===== src/rtl/dly_train_pkg.sv =====
package dly_train_pkg;
  typedef struct packed {
    logic init;      // clear results, latch range
    logic capRef;    // store reference answer
    logic sample;    // evaluate a sweep answer, advance tap
    logic finalize;  // compute result
    logic testing;   // show tap under test on the control word
  } dpCmd_t;
endpackage


===== src/rtl/dly_train_ctrl.sv =====
module dly_train_ctrl
  import dly_train_pkg::*;
(
  input  logic   clk,
  input  logic   rstN,
  input  logic   start,
  input  logic   cmdDone,
  input  logic   refAbsent,
  input  logic   lastStep,
  output dpCmd_t cmd,
  output logic   cmdReq,
  output logic   busy,
  output logic   done
);
  typedef enum logic [2:0] {
    S_IDLE, S_REF, S_CHK, S_GAP, S_SWEEP, S_CALC, S_FIN
  } state_t;

  state_t state, stateNxt;

  always_ff @(posedge clk or negedge rstN) begin
    if (!rstN) state <= S_IDLE;
    else       state <= stateNxt;
  end

  always_comb begin
    stateNxt = state;
    cmd      = '0;
    cmdReq   = 1'b0;
    done     = 1'b0;
    unique case (state)
      S_IDLE: if (start) begin
        cmd.init = 1'b1;
        stateNxt = S_REF;
      end
      S_REF: begin
        cmdReq = 1'b1;
        if (cmdDone) begin
          cmd.capRef = 1'b1;
          stateNxt   = S_CHK;
        end
      end
      S_CHK: stateNxt = refAbsent ? S_FIN : S_GAP;
      S_GAP: begin
        cmd.testing = 1'b1;
        stateNxt    = S_SWEEP;
      end
      S_SWEEP: begin
        cmdReq      = 1'b1;
        cmd.testing = 1'b1;
        if (cmdDone) begin
          cmd.sample = 1'b1;
          stateNxt   = lastStep ? S_CALC : S_GAP;
        end
      end
      S_CALC: begin
        cmd.finalize = 1'b1;
        stateNxt     = S_FIN;
      end
      S_FIN: begin
        done     = 1'b1;
        stateNxt = S_IDLE;
      end
      default: stateNxt = S_IDLE;
    endcase
  end

  assign busy = (state != S_IDLE);

  a_r13_req_hold: assert property (@(posedge clk) disable iff (!rstN)
    cmdReq && !cmdDone |=> cmdReq);
  a_r12_done_pulse: assert property (@(posedge clk) disable iff (!rstN)
    done |=> !done);
  a_r12_no_restart: assert property (@(posedge clk) disable iff (!rstN)
    busy && !done |=> !(state == S_REF && $past(state) != S_REF && $past(state) != S_IDLE));
endmodule


===== src/rtl/dly_train_dp.sv =====
module dly_train_dp
  import dly_train_pkg::*;
#(
  parameter int TAP_W      = 9,
  parameter int CTRL_W     = 16,
  parameter int EN_BIT     = 15,
  parameter int ID_W       = 24,
  parameter int STEP       = 10,
  parameter int MIN_WIN    = 80,
  parameter int MAX_NARROW = 255,
  parameter int MAX_WIDE   = 511
) (
  input  logic              clk,
  input  logic              rstN,
  input  dpCmd_t            cmd,
  input  logic              extRange,
  input  logic [ID_W-1:0]   cmdData,
  output logic              refAbsent,
  output logic              lastStep,
  output logic [CTRL_W-1:0] dlyCtrl,
  output logic [TAP_W-1:0]  tapOut,
  output logic              tapValid,
  output logic              tapFail,
  output logic              noDevice
);
  localparam logic [TAP_W-1:0] MAX_N = TAP_W'(MAX_NARROW);
  localparam logic [TAP_W-1:0] MAX_W = TAP_W'(MAX_WIDE);
  localparam logic [TAP_W:0]   STEP_V = (TAP_W+1)'(STEP);
  localparam logic [TAP_W-1:0] MIN_V = TAP_W'(MIN_WIN);

  logic [ID_W-1:0]  refId;
  logic [TAP_W-1:0] maxTap, curTap, leftE, rightE, tapR;
  logic             seen, absentR, validR, failR;

  function automatic logic [CTRL_W-1:0] fmtCtrl(input logic [TAP_W-1:0] t);
    logic [CTRL_W-1:0] v;
    v = '0;
    v[TAP_W-1:0] = t;
    if (t != '0) v[EN_BIT] = 1'b1;
    return v;
  endfunction

  logic match;
  assign match    = (cmdData == refId);
  assign lastStep = (seen && !match) || (curTap == maxTap);

  logic [TAP_W:0]   stepSum;
  logic [TAP_W-1:0] nextTap;
  assign stepSum = {1'b0, curTap} + STEP_V;
  assign nextTap = (stepSum > {1'b0, maxTap}) ? maxTap : stepSum[TAP_W-1:0];

  logic [TAP_W-1:0] width, half, twoFifths, pick;
  logic [TAP_W+1:0] dbl;
  logic             winOk;
  assign width     = rightE - leftE;
  assign dbl       = {1'b0, width, 1'b0};
  assign twoFifths = TAP_W'(dbl / (TAP_W+2)'(5));
  assign half      = width >> 1;
  assign winOk     = seen && (width >= MIN_V);
  assign pick      = (leftE == '0 && rightE < maxTap) ? leftE + twoFifths
                                                      : leftE + half;

  always_ff @(posedge clk or negedge rstN) begin
    if (!rstN) begin
      refId <= '0; maxTap <= '0; curTap <= '0; leftE <= '0; rightE <= '0;
      tapR <= '0; seen <= 1'b0; absentR <= 1'b0; validR <= 1'b0; failR <= 1'b0;
    end else begin
      if (cmd.init) begin
        maxTap  <= extRange ? MAX_W : MAX_N;
        curTap  <= '0;
        leftE   <= '0;
        rightE  <= '0;
        tapR    <= '0;
        seen    <= 1'b0;
        absentR <= 1'b0;
        validR  <= 1'b0;
        failR   <= 1'b0;
      end
      if (cmd.capRef) begin
        refId   <= cmdData;
        absentR <= (cmdData[ID_W-1 -: 16] == 16'hFFFF) ||
                   (cmdData[ID_W-1 -: 16] == 16'h0000);
      end
      if (cmd.sample && !(seen && !match)) begin
        if (match) begin
          if (!seen) leftE <= curTap;
          rightE <= curTap;
          seen   <= 1'b1;
        end
        if (curTap != maxTap) curTap <= nextTap;
      end
      if (cmd.finalize) begin
        validR <= winOk;
        failR  <= !winOk;
        tapR   <= winOk ? pick : '0;
      end
    end
  end

  assign refAbsent = absentR;
  assign noDevice  = absentR;
  assign tapOut    = tapR;
  assign tapValid  = validR;
  assign tapFail   = failR;
  assign dlyCtrl   = fmtCtrl(cmd.testing ? curTap : tapR);

  a_r6_valid_window: assert property (@(posedge clk) disable iff (!rstN)
    tapValid |-> (rightE - leftE) >= MIN_V);
  a_r3_step: assert property (@(posedge clk) disable iff (!rstN)
    cmd.sample && !lastStep |=> (curTap - $past(curTap)) == TAP_W'(STEP) || curTap == maxTap);
  a_r9_tap_bound: assert property (@(posedge clk) disable iff (!rstN)
    dlyCtrl[TAP_W-1:0] <= maxTap);
  a_r11_fail_zero: assert property (@(posedge clk) disable iff (!rstN)
    tapFail |-> dlyCtrl == '0 && !tapValid && tapOut == '0);
endmodule


===== src/rtl/dly_tap_trainer.sv =====
module dly_tap_trainer
  import dly_train_pkg::*;
#(
  parameter int TAP_W      = 9,
  parameter int CTRL_W     = 16,
  parameter int EN_BIT     = 15,
  parameter int ID_W       = 24,
  parameter int STEP       = 10,
  parameter int MIN_WIN    = 80,
  parameter int MAX_NARROW = 255,
  parameter int MAX_WIDE   = 511,
  parameter logic [7:0] ID_OPCODE = 8'h9F
) (
  input  logic              clk,
  input  logic              rstN,
  input  logic              start,
  input  logic              extRange,
  output logic              cmdReq,
  output logic [7:0]        cmdOpcode,
  input  logic              cmdDone,
  input  logic [ID_W-1:0]   cmdData,
  output logic              busy,
  output logic              done,
  output logic [CTRL_W-1:0] dlyCtrl,
  output logic [TAP_W-1:0]  tapOut,
  output logic              tapValid,
  output logic              tapFail,
  output logic              noDevice
);
  dpCmd_t cmd;
  logic   refAbsent, lastStep;

  assign cmdOpcode = ID_OPCODE;

  dly_train_ctrl u_ctrl (
    .clk(clk), .rstN(rstN), .start(start), .cmdDone(cmdDone),
    .refAbsent(refAbsent), .lastStep(lastStep), .cmd(cmd),
    .cmdReq(cmdReq), .busy(busy), .done(done)
  );

  dly_train_dp #(
    .TAP_W(TAP_W), .CTRL_W(CTRL_W), .EN_BIT(EN_BIT), .ID_W(ID_W),
    .STEP(STEP), .MIN_WIN(MIN_WIN), .MAX_NARROW(MAX_NARROW), .MAX_WIDE(MAX_WIDE)
  ) u_dp (
    .clk(clk), .rstN(rstN), .cmd(cmd), .extRange(extRange), .cmdData(cmdData),
    .refAbsent(refAbsent), .lastStep(lastStep), .dlyCtrl(dlyCtrl),
    .tapOut(tapOut), .tapValid(tapValid), .tapFail(tapFail), .noDevice(noDevice)
  );
endmodule


===== config.mk =====
export PLATFORM = sky130hd
export DESIGN_NAME = dly_tap_trainer
export DESIGN_NICKNAME = d
export VERILOG_FILES = /design/src/rtl/dly_train_pkg.sv /design/src/rtl/dly_train_ctrl.sv /design/src/rtl/dly_train_dp.sv /design/src/rtl/dly_tap_trainer.sv
export SDC_FILE = /design/constraint.sdc
export NUM_CORES = 1
export LEC_CHECK = 0
export BUFFER_PORTS_ARGS = -buffer_cell sky130_fd_sc_hd__buf_2
export CAP_MARGIN = 25
export CORE_MARGIN = 1
export CORE_UTILIZATION = 51
export DETAILED_ROUTE_END_ITERATION = 7
export HOLD_SLACK_MARGIN = 0.06
export PLACE_DENSITY = 0.81
export SYNTH_ARGS = -nofsm -noshare
export SYNTH_HDL_FRONTEND = slang
export SYNTH_HIERARCHICAL = 1
export SYNTH_SLANG_ARGS = --single-unit

===== constraint.sdc =====
create_clock -name clk -period 7.8 [get_ports clk]
set_input_delay 1.56 -clock clk [delete_from_list [all_inputs] [get_ports clk]]
set_output_delay 1.56 -clock clk [all_outputs]
set_load 0.005 [all_outputs]

==> impl_metrics.env <==
export IMPL_nets=730
export IMPL_drive_gt1_share_pct=21.6
export IMPL_antenna_found_initial=0
export IMPL_period_needed_ns=6.40
export IMPL_synth_flop_cell="dfrtp_1"
export IMPL_yosys_area_top_type="dfrtp_1"
export IMPL_overflow=0
export IMPL_clock_skew_ns=0.00676
export IMPL_yosysSeqAreaShare_pct=30.2
export IMPL_hold_buffers=0
export IMPL_cts_tree="done"
export IMPL_fmax_ghz=0.156
export IMPL_synth_edff_count=0
export IMPL_total_power_mw=1.28
export IMPL_grt_max_degree=70
export IMPL_via_per_inst=6.26
export IMPL_synth_cell_area_um2=5710
export IMPL_synth_most_common_cell="dfrtp_1"
export IMPL_dp_hpwl_um=10600
export IMPL_power_internal_mw=0.854
export IMPL_nFillCells=906
export IMPL_post_synth_cell_area_avg_um2=9.19
export IMPL_worstPathRequired_ns=8.08
export IMPL_hold_viol=0
export IMPL_rsz0062_at_grt="false"
export IMPL_period_share_pct=82.0
export IMPL_htreeDepth=3
export IMPL_clock_latency_ns=0.36
export IMPL_die_area_um2=11600
export IMPL_seqPwrFrac_pct=41.8
export IMPL_ir_drop_mv=0.223
export IMPL_routed_wl_um=14200
export IMPL_leakagePower_nw=2.85
export IMPL_die_height_um=108
export IMPL_synth_commonest_cells="dfrtp_1, o21ai_0, nand2_1"
export IMPL_drt_iter0_drc=443
export IMPL_start_util_pct=52.5
export IMPL_fp_dieW_um=108
export IMPL_drtAntennaViolNets=0
export IMPL_grt_first_pass_wirelength_um=23600
export IMPL_slew_headroom_pct=27.9
export IMPL_via_count=5071
export IMPL_path_clk_slew_ns=0.07
export IMPL_top_level_ports=68
export IMPL_status="finished, final reports clean"
export IMPL_crit_type="register to register"
export IMPL_worstSetupStartpointType="register"
export IMPL_cp_end_kind="register"
export IMPL_io_buffers=53
export IMPL_swShare_pct=33.2
export IMPL_comb_power_share_pct=30.9
export IMPL_synth_top_area_share_pct=30.2
export IMPL_final_setup_viol_count=0
export IMPL_power_per_cell_area_nw_per_um2=205
export IMPL_drcViolationCount=0
export IMPL_grtUsageTotal_pct=25.6
export IMPL_cts_root_buffer="clkbuf_8"
export IMPL_synth_cell_types=89
export IMPL_netlist_instances=622
export IMPL_fp_coreArea_um2=10900
export IMPL_grt_pass1_vias=4876
export IMPL_power_share_clock_pct=27.4
export IMPL_ys_seq_elements=69
export IMPL_cts_path_max_buffers=2
export IMPL_cp_max_fo=11
export IMPL_ys_warnings_count=6
export IMPL_arrival_ns=6.67
export IMPL_post_cts_buffers=0
export IMPL_wire_per_inst_um=17.5
export IMPL_clock_sinks=69
export IMPL_ys_async_sr_fraction_pct=100
export IMPL_worst_slew_pin_slew_ns=1.08
export IMPL_rows=38
export IMPL_cts_resized=0
export IMPL_slew_violations=0
export IMPL_min_path_type="register to register"
export IMPL_antenna_cells=0
export IMPL_maxCapViolCount=0
export IMPL_setup_tns_ns=0
export IMPL_power_switching_mw=0.424
export IMPL_synth_area_leaders="dfrtp_1, ha_1, mux2_2"
export IMPL_gp_congestion=0.884
export IMPL_area_delta_synth_final_pct=8.82
export IMPL_numCtsBuffers=9
export IMPL_dr_pass1_iters=6
==> kinds of logic (layout without fill, tap and decap cells) <==
family | Yosys count | in the layout | share of synthesized area, %
AND/OR/NAND/NOR | 191 | 191 | 19.0
buffers and inverters | 69 | 106 | 6.63
adder cells (fa/ha/maj) | 38 | 38 | 8.52
other | 3 | 14 | 0.197
AO/OA/AOI/OAI | 168 | 168 | 20.7
XOR/XNOR | 48 | 48 | 7.62
multiplexers | 36 | 36 | 7.12
flip-flops | 69 | 69 | 30.2
==> metal layers <==
layer | global-route usage [%] | vias to the layer above | share of wire [%]
li1 | - | 2355 | -
met1 | 32.7 | 2462 | 43
met2 | 44.0 | 220 | 50
met3 | 3.63 | 34 | 5.3
met4 | 9.20 | 0 | 2.1
met5 | 0 | - | 0
==> cell usage in the layout, fill, tap and decap left out, types with 5 or more instances in the layout <==
cell      count
or2_2         5
xor2_1       16
buf_4         5
mux2_2       33
buf_2        53
o21ai_0      47
nor2b_1       6
or3_1         7
conb_1       14
inv_1        32
clkbuf_8      9
a31oi_1       7
nand2b_1     13
a21o_1        9
nor4_1       11
nor3_1        9
a211oi_1     10
nand2_1      36
nor2_1       25
nand4_1      14
dfrtp_1      69
a21oi_1      31
nand3_1      33
o211ai_1      5
xnor2_1      30
ha_1         34
==> metrics by stage <==
| stage | std cells | setup slack, ns | hold WS (ns) | util [%] | cell area [um^2] |
|---|---|---|---|---|---|
| after floorplan | 633 | 2.16 | 0.471 | - | 5760 |
| after global placement | 794 | 1.78 | 0.458 | 54.9 | 5980 |
| after detailed placement | 794 | 1.52 | 0.495 | 54.9 | 5980 |
| after CTS | 810 | 1.48 | 0.513 | 57.1 | 6220 |
| after global routing | 810 | 0.937 | 0.526 | 57.1 | 6220 |
| final | 810 | 1.40 | 0.511 | 57.1 | 6220 |
==> worst paths after layout <==
check	start	end	slack [ns]	cells after the start
hold / removal	u_dp/tapValid	u_dp/tapValid	0.51	2
max in group asynchronous	rstN	u_dp/leftE[1]	5.83	2
setup / recovery	u_dp/leftE[0]	u_dp/tapOut[8]	1.40	27
setup reg to reg	u_dp/leftE[0]	u_dp/tapOut[8]	1.40	27
min in group asynchronous	rstN	u_dp/refId[2]	1.39	2
hold reg to reg	u_dp/tapValid	u_dp/tapValid	0.51	2
==> sequential cells by signal, summed over array words and instances (netlist names) <==
| register | cells |
|---|---|
| u_ctrl/state | 3 |
| u_dp/curTap | 9 |
| u_dp/refId | 24 |
| u_dp/noDevice | 1 |
| u_dp/seen | 1 |
| u_dp/tapValid | 1 |
| u_dp/maxTap | 2 |
| u_dp/tapFail | 1 |
| u_dp/tapOut | 9 |
| u_dp/leftE | 9 |
| u_dp/rightE | 9 |
==> power groups by stage <==
stage | clock [mW] | combinational [mW] | sequential [mW]
floorplan | 0 | 0.314 | 0.502
global placement | 0 | 0.375 | 0.529
detailed placement | 0 | 0.390 | 0.536
CTS | 0.357 | 0.394 | 0.531
global route | 0.369 | 0.429 | 0.543
finish | 0.350 | 0.394 | 0.534
==> worst max-delay path: stages (launching register included) <==
cell and delay, ns:
dfrtp_1 0.43, ha_1 0.20, inv_1 0.06, fa_1 0.45, a211o_4 0.38, o21ai_2 0.10
xnor2_1 0.44, nor2_2 0.13, o311ai_2 0.39, o211ai_2 0.24, or3_4 0.44, o221a_2 0.16
maj3_2 0.32, a211o_1 0.34, or3_1 0.33, nand4_1 0.13, ha_1 0.18, inv_1 0.06
fa_1 0.40, nor2b_1 0.13, o21ai_0 0.08, nand2b_1 0.12, a21oi_1 0.08, o21bai_1 0.21
a21o_1 0.15, a21oi_1 0.06, xor2_1 0.14, o21ai_0 0.15
==> final cells by class <==
class                           instances  area (um^2)  area share (%)
Clock buffer                           10          128            2.05
Clock inverter                          6          111            1.79
Inverter                               32          120            1.93
Multi-Input combinational cell        495         3650            58.8
Sequential cell                        69         1730            27.8
Tap cell                              140          175            2.82
Timing Repair Buffer                   58          303            4.87
No activity file was read; power rests on OpenSTA's default activity.
